$ cat config.mk
export PLATFORM = sky130hd
export DESIGN_NAME = strobed_in_port
export DESIGN_NICKNAME = d
export VERILOG_FILES = /design/src/rtl/hsk_pkg.sv /design/src/rtl/hsk_sync.sv /design/src/rtl/hsk_edge.sv /design/src/rtl/hsk_inte_reg.sv /design/src/rtl/hsk_ctrl_fsm.sv /design/src/rtl/strobed_in_port.sv
export SDC_FILE = /design/constraint.sdc
export NUM_CORES = 1
export LEC_CHECK = 0
export BUFFER_PORTS_ARGS = -buffer_cell sky130_fd_sc_hd__buf_2
export CELL_PAD_IN_SITES_DETAIL_PLACEMENT = 0
export CELL_PAD_IN_SITES_GLOBAL_PLACEMENT = 1
export CORE_MARGIN = 2
export CORE_UTILIZATION = 45
export CTS_CLUSTER_DIAMETER = 50
export DETAILED_ROUTE_END_ITERATION = 8
export GPL_TIMING_DRIVEN = 0
export PLACE_DENSITY = 0.91
export SYNTH_ARGS = -nofsm -noshare
export SYNTH_HDL_FRONTEND = slang
export SYNTH_SLANG_ARGS = --single-unit
$ cat constraint.sdc
create_clock -name clk -period 2.4 [get_ports clk]
set_input_delay 0.24 -clock clk [delete_from_list [all_inputs] [get_ports clk]]
set_output_delay 0.24 -clock clk [all_outputs]
set_load 0.01 [all_outputs]
$ cat src/rtl/hsk_pkg.sv
package hsk_pkg;

    typedef enum logic [2:0] {
        ST_EMPTY    = 3'd0,
        ST_STROBE   = 3'd1,
        ST_FULL     = 3'd2,
        ST_READ     = 3'd3,
        ST_READ_NEW = 3'd4
    } hsk_state_e;

    // Port-C bit that owns this port's interrupt enable
    function automatic logic [2:0] inte_index(input bit port_b);
        return port_b ? 3'd2 : 3'd4;
    endfunction

endpackage

$ cat src/rtl/hsk_sync.sv
module hsk_sync #(
    parameter int              WIDTH   = 1,
    parameter int              STAGES  = 2,
    parameter logic [WIDTH-1:0] RST_VAL = '0
) (
    input  logic             clk,
    input  logic             rst_n,
    input  logic [WIDTH-1:0] d,
    output logic [WIDTH-1:0] q
);
    localparam int CHAIN_W = WIDTH * STAGES;

    logic [CHAIN_W-1:0] chain_q;

    generate
        if (STAGES == 1) begin : g_single
            always_ff @(posedge clk or negedge rst_n) begin
                if (!rst_n) chain_q <= RST_VAL;
                else        chain_q <= d;
            end
        end else begin : g_multi
            always_ff @(posedge clk or negedge rst_n) begin
                if (!rst_n) chain_q <= {STAGES{RST_VAL}};
                else        chain_q <= {chain_q[CHAIN_W-WIDTH-1:0], d};
            end
        end
    endgenerate

    assign q = chain_q[CHAIN_W-1 -: WIDTH];

endmodule

$ cat src/rtl/hsk_edge.sv
module hsk_edge (
    input  logic clk,
    input  logic rst_n,
    input  logic lvl,
    output logic fall,
    output logic rise
);
    logic prev_q;

    always_ff @(posedge clk or negedge rst_n) begin
        if (!rst_n) prev_q <= 1'b1;
        else        prev_q <= lvl;
    end

    assign fall = prev_q & ~lvl;
    assign rise = ~prev_q & lvl;

endmodule

$ cat src/rtl/hsk_inte_reg.sv
module hsk_inte_reg #(
    parameter int         IDX_W    = 3,
    parameter logic [2:0] INTE_BIT = 3'd4
) (
    input  logic             clk,
    input  logic             rst_n,
    input  logic             bsr_we,
    input  logic [IDX_W-1:0] bsr_bit,
    input  logic             bsr_val,
    output logic             inte
);
    localparam logic [IDX_W-1:0] MATCH = IDX_W'(INTE_BIT);

    always_ff @(posedge clk or negedge rst_n) begin
        if (!rst_n)                            inte <= 1'b0;
        else if (bsr_we && bsr_bit == MATCH)   inte <= bsr_val;
    end

endmodule

$ cat src/rtl/hsk_ctrl_fsm.sv
module hsk_ctrl_fsm
    import hsk_pkg::*;
#(
    parameter int DATA_W = 8
) (
    input  logic              clk,
    input  logic              rst_n,
    input  logic [DATA_W-1:0] data_s,
    input  logic              stb_lvl,
    input  logic              stb_fall,
    input  logic              stb_rise,
    input  logic              rd_fall,
    input  logic              rd_rise,
    input  logic              inte,
    output logic [DATA_W-1:0] rdata,
    output logic              ibf,
    output logic              intr
);
    hsk_state_e state_q, state_d;
    logic [DATA_W-1:0] latch_q;

    // state register
    always_ff @(posedge clk or negedge rst_n) begin
        if (!rst_n) state_q <= ST_EMPTY;
        else        state_q <= state_d;
    end

    // transitions
    always_comb begin
        state_d = state_q;
        unique case (state_q)
            ST_EMPTY: begin
                if (rd_fall)       state_d = stb_fall ? ST_READ_NEW : ST_READ;
                else if (stb_fall) state_d = ST_STROBE;
            end
            ST_STROBE: begin
                if (rd_fall)       state_d = ST_READ;
                else if (stb_rise) state_d = ST_FULL;
            end
            ST_FULL: begin
                if (rd_fall)       state_d = stb_fall ? ST_READ_NEW : ST_READ;
                else if (stb_fall) state_d = ST_STROBE;
            end
            ST_READ: begin
                if (rd_rise)       state_d = stb_fall ? ST_STROBE : ST_EMPTY;
                else if (stb_fall) state_d = ST_READ_NEW;
            end
            ST_READ_NEW: begin
                if (rd_rise)       state_d = stb_lvl ? ST_FULL : ST_STROBE;
            end
            default:               state_d = ST_EMPTY;
        endcase
    end

    // outputs
    always_comb begin
        ibf  = 1'b1;
        intr = 1'b0;
        unique case (state_q)
            ST_EMPTY:    ibf = 1'b0;
            ST_FULL:     intr = inte;
            ST_STROBE,
            ST_READ,
            ST_READ_NEW: ibf = 1'b1;
            default:     ibf = 1'b0;
        endcase
    end

    // data path: capture on strobe fall, snapshot on read fall
    always_ff @(posedge clk or negedge rst_n) begin
        if (!rst_n) begin
            latch_q <= '0;
            rdata   <= '0;
        end else begin
            if (stb_fall) latch_q <= data_s;
            if (rd_fall)  rdata   <= latch_q;
        end
    end

endmodule

$ cat src/rtl/strobed_in_port.sv
module strobed_in_port
    import hsk_pkg::*;
#(
    parameter int DATA_W      = 8,
    parameter int SYNC_STAGES = 2,
    parameter int IDX_W       = 3,
    parameter bit PORT_B      = 1'b0
) (
    input  logic              clk,
    input  logic              rst_n,
    input  logic [DATA_W-1:0] pdata_i,
    input  logic              stb_n_i,
    input  logic              rd_n_i,
    input  logic              bsr_we_i,
    input  logic [IDX_W-1:0]  bsr_bit_i,
    input  logic              bsr_val_i,
    output logic [DATA_W-1:0] rdata_o,
    output logic              ibf_o,
    output logic              intr_o
);
    localparam logic [2:0] INTE_BIT = inte_index(PORT_B);
    localparam int         CTL_W    = 2;

    logic [DATA_W-1:0] data_s;
    logic [CTL_W-1:0]  ctl_s;
    logic              stb_lvl, rd_lvl;
    logic              stb_fall, stb_rise, rd_fall, rd_rise;
    logic              inte;

    hsk_sync #(.WIDTH(DATA_W), .STAGES(SYNC_STAGES), .RST_VAL('0)) u_data_sync (
        .clk(clk), .rst_n(rst_n), .d(pdata_i), .q(data_s)
    );

    hsk_sync #(.WIDTH(CTL_W), .STAGES(SYNC_STAGES), .RST_VAL({CTL_W{1'b1}})) u_ctl_sync (
        .clk(clk), .rst_n(rst_n), .d({rd_n_i, stb_n_i}), .q(ctl_s)
    );

    assign stb_lvl = ctl_s[0];
    assign rd_lvl  = ctl_s[1];

    hsk_edge u_stb_edge (
        .clk(clk), .rst_n(rst_n), .lvl(stb_lvl), .fall(stb_fall), .rise(stb_rise)
    );

    hsk_edge u_rd_edge (
        .clk(clk), .rst_n(rst_n), .lvl(rd_lvl), .fall(rd_fall), .rise(rd_rise)
    );

    hsk_inte_reg #(.IDX_W(IDX_W), .INTE_BIT(INTE_BIT)) u_inte (
        .clk(clk), .rst_n(rst_n), .bsr_we(bsr_we_i), .bsr_bit(bsr_bit_i),
        .bsr_val(bsr_val_i), .inte(inte)
    );

    hsk_ctrl_fsm #(.DATA_W(DATA_W)) u_fsm (
        .clk(clk), .rst_n(rst_n), .data_s(data_s), .stb_lvl(stb_lvl),
        .stb_fall(stb_fall), .stb_rise(stb_rise), .rd_fall(rd_fall),
        .rd_rise(rd_rise), .inte(inte), .rdata(rdata_o), .ibf(ibf_o),
        .intr(intr_o)
    );

endmodule

==> summary.md, run 1 <==
| Metric | Value |
|---|---|
| Worst Hold Class | input port to asynchronous set/reset pin |
| Fillers | 288 |
| CP peak stage delay | 0.59 ns |
| Clock Sinks | 42 |
| Critical path endpoint category | register |
| Post-synth top flop | dfrtp_1 |
| Clock Pin Slew Worst Setup and Hold Paths | 0.11 ns |
| Post-layout util | 0.574 |
| Overall Power | 1.72 mW |
| Post-synth EDFFs | 0 |
| RSZ-0062 raised after global routing | false |
| Vias in the first global route | 980 |
| Top-count cell post-synth | nand2_1 |
| Crit-path cells | nand2b_1 > clkbuf_1 > a311oi_4 > mux2_4 |
| Drt first pass iters | 4 |
| Most frequent cells after synthesis | nand2_1 (50), dfrtp_1 (36), dfstp_2 (6) |
| Hpwl dp | 1630 microns |
| Worst-margin pin slew | 0.848 ns |
| Slowest-stage cell, CP | dfstp_2 |
| FF-to-FF Start | u_ctl_sync.chain_q[3] |
| # rows | 21 |
| Ys async rst share | 1.00 |
| Cts bufs inserted | 5 |
| Lkg Pwr | 0.940 nW |
| Layer with the highest usage | met2 |
| GP Congestion | 0.703 |
| Terminus of the critical flop-to-flop path | u_fsm.state_q[0] |
| DRT Wirelength | 2350 microns |
| Crit path kind | register to register |
| Vias | 986 |
| Core footprint | 3280 sq um |
| Yosys reg bits | 42 |
| Postcts setup bufs | 0 |
| I/O pins | 27 |
| Via density | 4.46 |
| Reg area | 1060 sq um |
| Die X | 62.1 microns |
| Initial antenna violation count | 0 |
| Yosys warns | 0 |
| Post-DRT Antenna Nets | 0 |
| Reg2reg path depth | 4 |
| Post_cts resized | 0 |
| Rel. slew slack | 0.435 |
| Gr usage total | 0.140 |
| Setup slack, reg-to-reg | 0.66 ns |
| Mapped cell area | 1520 sq um |
| Data required time of the critical path | 2.62 ns |
| Ant. Diodes | 0 |
| Largest net degree at the start of global routing | 43 |
| Sequential element share of the synthesized area | 0.696 |
| Largest cells by area after synthesis | dfrtp_1 (59%), nand2_1 (12%), dfstp_2 (10%) |
| I/O Buffers | 26 |
| Worst hold margin | 0.00405 ns |
| Nets | 191 |
| Hold-fix buffers at CTS | 10 |
| Top cell type's share of synthesized area | 0.592 |
| Fin crit share | 0.723 |
| Worst Skew | 0.00913 ns |
| # setup viols final | 0 |
| Final setup TNS | 0 ns |
| H-tree depth | 2 |
| Fin cells | 221 |
| Met2 usage | 0.235 |
| Clock Tree Buf Depth | 2 |
| Footprint of the multi-input gates | 432 sq um |
| DRT iter0 DRCs | 3 |
| Min Tclk post-route | 1.74 ns |
| Die Area | 3860 sq um |
| Syn avg cell area | 11.6 sq um |
| Die Ht | 62.1 microns |
| Initial core utilization | 0.463 |
| Status | finished, final reports clean |
| Final hold vios | 0 |
| CP Launch Type | register |
| Wire length per cell | 10.6 microns |
| Fmax | 0.576 GHz |
| Netlist cell types | 27 |
| Grt met1 use | 0.163 |
| Post-synth top area cell | dfrtp_1 |
| Arrival @ worst endpoint | 1.96 ns |
| Share of layout cells above drive strength 1 | 0.263 |
| CTS tree | built |
| Pins Over Slew Limit | 0 |
| Max VDD drop | 0.000413 V |
| Met3 GRT Util | 0.0417 |
| Worst skew pair latency | 0.33 ns |
| Critical path peak fanout | 10 |
| Drt drc | 0 |
| Pwr Density | 915 nW/um^2 |
| Syn Nets | 148 |
| Cells after synthesis | 131 |
| Global route overflow | 0 |
| Placed Cells | 203 |
| First-pass GRT wire length | 4180 microns |
| Clock root buffer | clkbuf_4 |
| Syn-to-layout area delta | 23.8% |
| Maxcap violations | 0 |
## per-stage QoR
stage / cell area [sq um] / setup slack, ns
2_1_floorplan: 1520 / 0.816
3_3_place_gp: 1710 / 0.749
3_5_place_dp: 1710 / 0.678
4_1_cts: 1880 / 0.657
5_1_grt: 1880 / 0.545
6_report: 1880 / 0.665
## worst max-delay path, delay by kind of cell (launching register included)
family / cells / cell delay (ns)
AOI/OAI and AO/OA: 1 / 0.20
and+or+nand+nor: 1 / 0.11
buffers and inverters: 1 / 0.40
DFF: 1 / 0.59
muxes: 1 / 0.32
## layout make-up
type	count	share of cell area
Buffer	5	0.0106
Tap cell	46	0.0305
Clock inverter	1	0.0159
Multi-Input combinational cell	81	0.229
Timing Repair Buffer	36	0.122
Sequential cell	42	0.562
Clock buffer	7	0.0239
Inverter	3	0.00598
## logic make-up (layout without fill, tap and decap cells)
group,count (synthesis),after routing,share of synthesized area
AND/OR/NAND/NOR,67,67,0.196
flip-flops,42,42,0.696
AO/OA/AOI/OAI,10,10,0.0551
buffers and inverters,8,52,0.0206
multiplexers,3,3,0.0271
XOR/XNOR,1,1,0.00576
## flip-flops by register name, summed over array words and instances, names as in the netlist
| register | cells |
|---|---|
| u_data_sync.chain_q | 16 |
| u_fsm.state_q | 3 |
| u_fsm.latch_q | 8 |
| u_stb_edge.prev_q | 1 |
| u_rd_edge.prev_q | 1 |
| u_inte.inte | 1 |
| u_ctl_sync.chain_q | 4 |
| u_fsm.rdata | 8 |
## per-layer routing
| metal | part of all wire | wire (microns) |
|---|---|---|
| met1 | 0.44 | 1030 |
| met2 | 0.50 | 1180 |
| met3 | 0.039 | 92 |
| met4 | 0.016 | 37 |
| met5 | 0 | 0 |
## cells in the final DEF (no fill, tap or decap)
cell type      count
nor2_1             2
dfstp_2            6
buf_2             27
o22ai_1            3
and4_1             1
nand3_1            1
dfrtp_1           36
xnor2_1            1
a21o_2             1
nor2b_2            1
mux2_4             2
inv_1              3
and3_1             1
nor3b_1            1
o21ai_0            1
a311oi_4           1
o221ai_1           1
and3_4             1
nand2_1           50
clkbuf_1           6
mux2_2             1
clkbuf_4           5
nand2b_1           4
a21oi_1            2
nor2b_1            3
and2_1             1
nor3_1             1
bufinv_16          1
dlygate4sd3_1     10
a31oi_1            1
## worst max-delay path by stage
stage / start / to / slack, ns / cells past startpoint
floorplan: u_stb_edge.prev_q / u_fsm.state_q[0] / 0.82 / 4
global placement: u_ctl_sync.chain_q[3] / u_fsm.state_q[1] / 0.75 / 4
detailed placement: u_ctl_sync.chain_q[3] / u_fsm.state_q[0] / 0.68 / 4
CTS: u_ctl_sync.chain_q[3] / u_fsm.state_q[0] / 0.66 / 4
global route: u_ctl_sync.chain_q[3] / u_fsm.state_q[0] / 0.55 / 4
finish: u_ctl_sync.chain_q[3] / u_fsm.state_q[0] / 0.66 / 4
## report_power, final
part / internal, mW / leakage [nW] / switching, mW
clock network: 0.221 / 0.0395 / 0.199
logic: 0.232 / 0.400 / 0.212
registers: 0.797 / 0.501 / 0.0637
No activity file was read; power rests on OpenSTA's default activity.
==> inputs of run 2 (changes only) <==
--- a/config.mk
+++ b/config.mk
@@ -9,11 +9,11 @@
 export CELL_PAD_IN_SITES_DETAIL_PLACEMENT = 0
 export CELL_PAD_IN_SITES_GLOBAL_PLACEMENT = 1
 export CORE_MARGIN = 2
-export CORE_UTILIZATION = 45
+export CORE_UTILIZATION = 38
 export CTS_CLUSTER_DIAMETER = 50
 export DETAILED_ROUTE_END_ITERATION = 8
 export GPL_TIMING_DRIVEN = 0
-export PLACE_DENSITY = 0.91
+export PLACE_DENSITY = 0.83
 export SYNTH_ARGS = -nofsm -noshare
 export SYNTH_HDL_FRONTEND = slang
 export SYNTH_SLANG_ARGS = --single-unit
==> constraint.sdc (replaced) <==
create_clock -name clk -period 1.39 [get_ports clk]
set_input_delay 0.139 -clock clk [delete_from_list [all_inputs] [get_ports clk]]
set_output_delay 0.139 -clock clk [all_outputs]
set_load 0.01 [all_outputs]
==> run 2 against run 1 <==
The flow now finishes with violations (negative setup slack). Clock skew down 0.0049 ns. Non-clock buffer count rose by 5. Via count decreased by 0.10%. Critical endpoint is now u_fsm.state_q[1].
==> summary.md, run 2 (synthesis results as in run 1) <==
| Metric | Value |
|---|---|
| I/O pins | 27 (unchanged) |
| Core footprint | 3740 sq um (+14%) |
| Syn-to-layout area delta | 32.3% |
| Final hold vios | 0 (unchanged) |
| DRT Wirelength | 2460 microns (+4.7%) |
| # rows | 22 (+4.8%) |
| Placed Cells | 205 (+0.99%) |
| Fillers | 345 (+20%) |
| CTS tree | built |
| Arrival @ worst endpoint | 1.79 ns (-0.17 ns) |
| Worst Skew | 0.00421 ns (-0.00492 ns) |
| Gr usage total | 0.129 (-0.0113) |
| Share of layout cells above drive strength 1 | 0.350 (+0.0871) |
| Fin crit share | 1.17 (+0.443) |
| Hpwl dp | 1640 microns (+0.30%) |
| Drt first pass iters | 4 (unchanged) |
| Critical path peak fanout | 4 (-6) |
| Maxcap violations | 0 (unchanged) |
| Initial core utilization | 0.406 (-0.0568) |
| Most frequent cells in the layout | nand2_1 (50), dfrtp_1 (34), buf_2 (26), dlygate4sd3_1 (11), dfstp_2 (6) |
| Vias in the first global route | 990 (+1.0%) |
| Worst hold margin | 0.0905 ns (+0.0864 ns) |
| Max VDD drop | 0.000710 V (+72%) |
| First-pass GRT wire length | 4260 microns (+1.8%) |
| Cts bufs inserted | 5 (unchanged) |
| Die Ht | 67.3 microns (+8.3%) |
| Post-DRT Antenna Nets | 0 (unchanged) |
| Global route overflow | 0 (unchanged) |
| Clock root buffer | clkbuf_8 |
| Die Area | 4530 sq um (+17%) |
| GP Congestion | 0.670 (-4.8%) |
| Most common cell after layout, fill and taps aside | nand2_1 |
| Critical path endpoint category | register |
| Lkg Pwr | 1.00 nW (+6.8%) |
| Violations in the final reports | negative setup slack |
| Fin cells | 228 (+3.2%) |
| Pwr Density | 1650 nW/um^2 (+80%) |
| Worst slack, placed | -0.277 ns (-0.955 ns) |
| Clock Sinks | 42 (unchanged) |
| Cell area after layout | 2010 sq um (+6.8%) |
| Crit path kind | register to register |
| Clock Pin Slew Worst Setup and Hold Paths | 0.07 ns (-0.04 ns) |
| DRT iter0 DRCs | 58 (+55) |
| Ant. Diodes | 0 (unchanged) |
| Initial antenna violation count | 0 (unchanged) |
| Nets | 196 (+2.6%) |
| Wire length per cell | 10.8 microns (+1.5%) |
| Die X | 67.3 microns (+8.3%) |
| Max reg flops | 16 (unchanged) |
| Clock Tree Buf Depth | 2 (unchanged) |
| Via density | 4.32 (-3.2%) |
| Post-place instance area | 1710 sq um (+0.22%) |
| CP Launch Type | register |
| Min Tclk post-route | 1.62 ns (-0.114 ns) |
| Status | finished with violations |
| Vias | 985 (-0.10%) |
| I/O Buffers | 26 (unchanged) |
| Pins Over Slew Limit | 0 (unchanged) |
| Final Worst Setup Slack | -0.231 ns (-0.896 ns) |
| Worst Hold Class | input port to register |
| Worst-margin pin slew | 0.856 ns (+0.00763 ns) |
| Reg with most FFs | u_data_sync.chain_q |
| Overall Power | 3.32 mW (+92%) |
| H-tree depth | 2 (unchanged) |
| Largest registers | u_data_sync.chain_q (16), u_fsm.latch_q (8), u_fsm.rdata (8) |
| # setup viols final | 3 (+3) |
| RSZ-0062 raised after global routing | true |
| Fmax | 0.617 GHz (+7.0%) |
| Largest net degree at the start of global routing | 43 (unchanged) |
| Worst skew pair latency | 0.28 ns (-0.05 ns) |
| Rel. slew slack | 0.429 (-0.00509) |
| Data required time of the critical path | 1.56 ns (-1.06 ns) |
| Drt drc | 0 (unchanged) |
==> run 2: critical path, cell delays in order, from the launching register on <==
cell and delay [ns]:
dfstp_2 0.58, nand2b_4 0.07, and4_4 0.19, a311oi_4 0.34, mux2_4 0.33
==> run 2: worst paths after layout <==
check                                     endpoint  cells past startpoint              startpoint  slack (ns)
min in group asynchronous         u_fsm.latch_q[3]                      2                   rst_n        0.51
min reg2reg                u_data_sync.chain_q[12]                      0  u_data_sync.chain_q[4]        0.35
max                               u_fsm.state_q[1]                      4   u_ctl_sync.chain_q[3]       -0.23
max in group asynchronous         u_fsm.state_q[2]                      2                   rst_n        0.30
min                                    u_inte.inte                      2               bsr_val_i        0.09
max reg2reg                       u_fsm.state_q[1]                      4   u_ctl_sync.chain_q[3]       -0.23
==> run 2: final cells by class <==
type                    instances  area, sq um  share of cell area
clock inverters                 1         30.0              0.0149
inverters                       3         11.3             0.00559
well taps                      48         60.1              0.0298
flip-flops and latches         42         1060               0.527
multi-input cells              81          468               0.232
clock buffers                   7         76.3              0.0379
plain buffers                   5         32.5              0.0162
repair buffers                 41          274               0.136
==> run 2: per-stage QoR <==
| step | TNS (ns) | util |
|---|---|---|
| final | -0.579 | 0.538 |
| after detailed placement | -0.673 | 0.458 |
| after CTS | -0.538 | 0.526 |
| after global routing | -0.709 | 0.538 |
| after floorplan | -0.342 | - |
| after global placement | -0.540 | 0.458 |
==> run 2: report_power, final <==
group	internal, mW	total, mW	switching, mW
Combinational	0.504	0.940	0.437
Clock	0.537	0.898	0.361
Sequential	1.38	1.48	0.0983
==> run 2: what timing repair did <==
item,in CTS,in global routing
endpoints found under the hold margin,46,0
setup buffers,2,2
resized for setup,9,11
setup endpoints to repair,4,13
pin swaps,2,4
hold buffers,11,0
==> run 2: per-layer routing <==
metal  wire (microns)  share of wire  vias to the layer above  GRT usage
li1                 -              -                      511          -
met1             1090           0.44                      443      0.147
met2             1180           0.48                       25      0.213
met3              129          0.053                        6     0.0367
met4               49          0.020                        0     0.0816
met5                0              0                        -          0
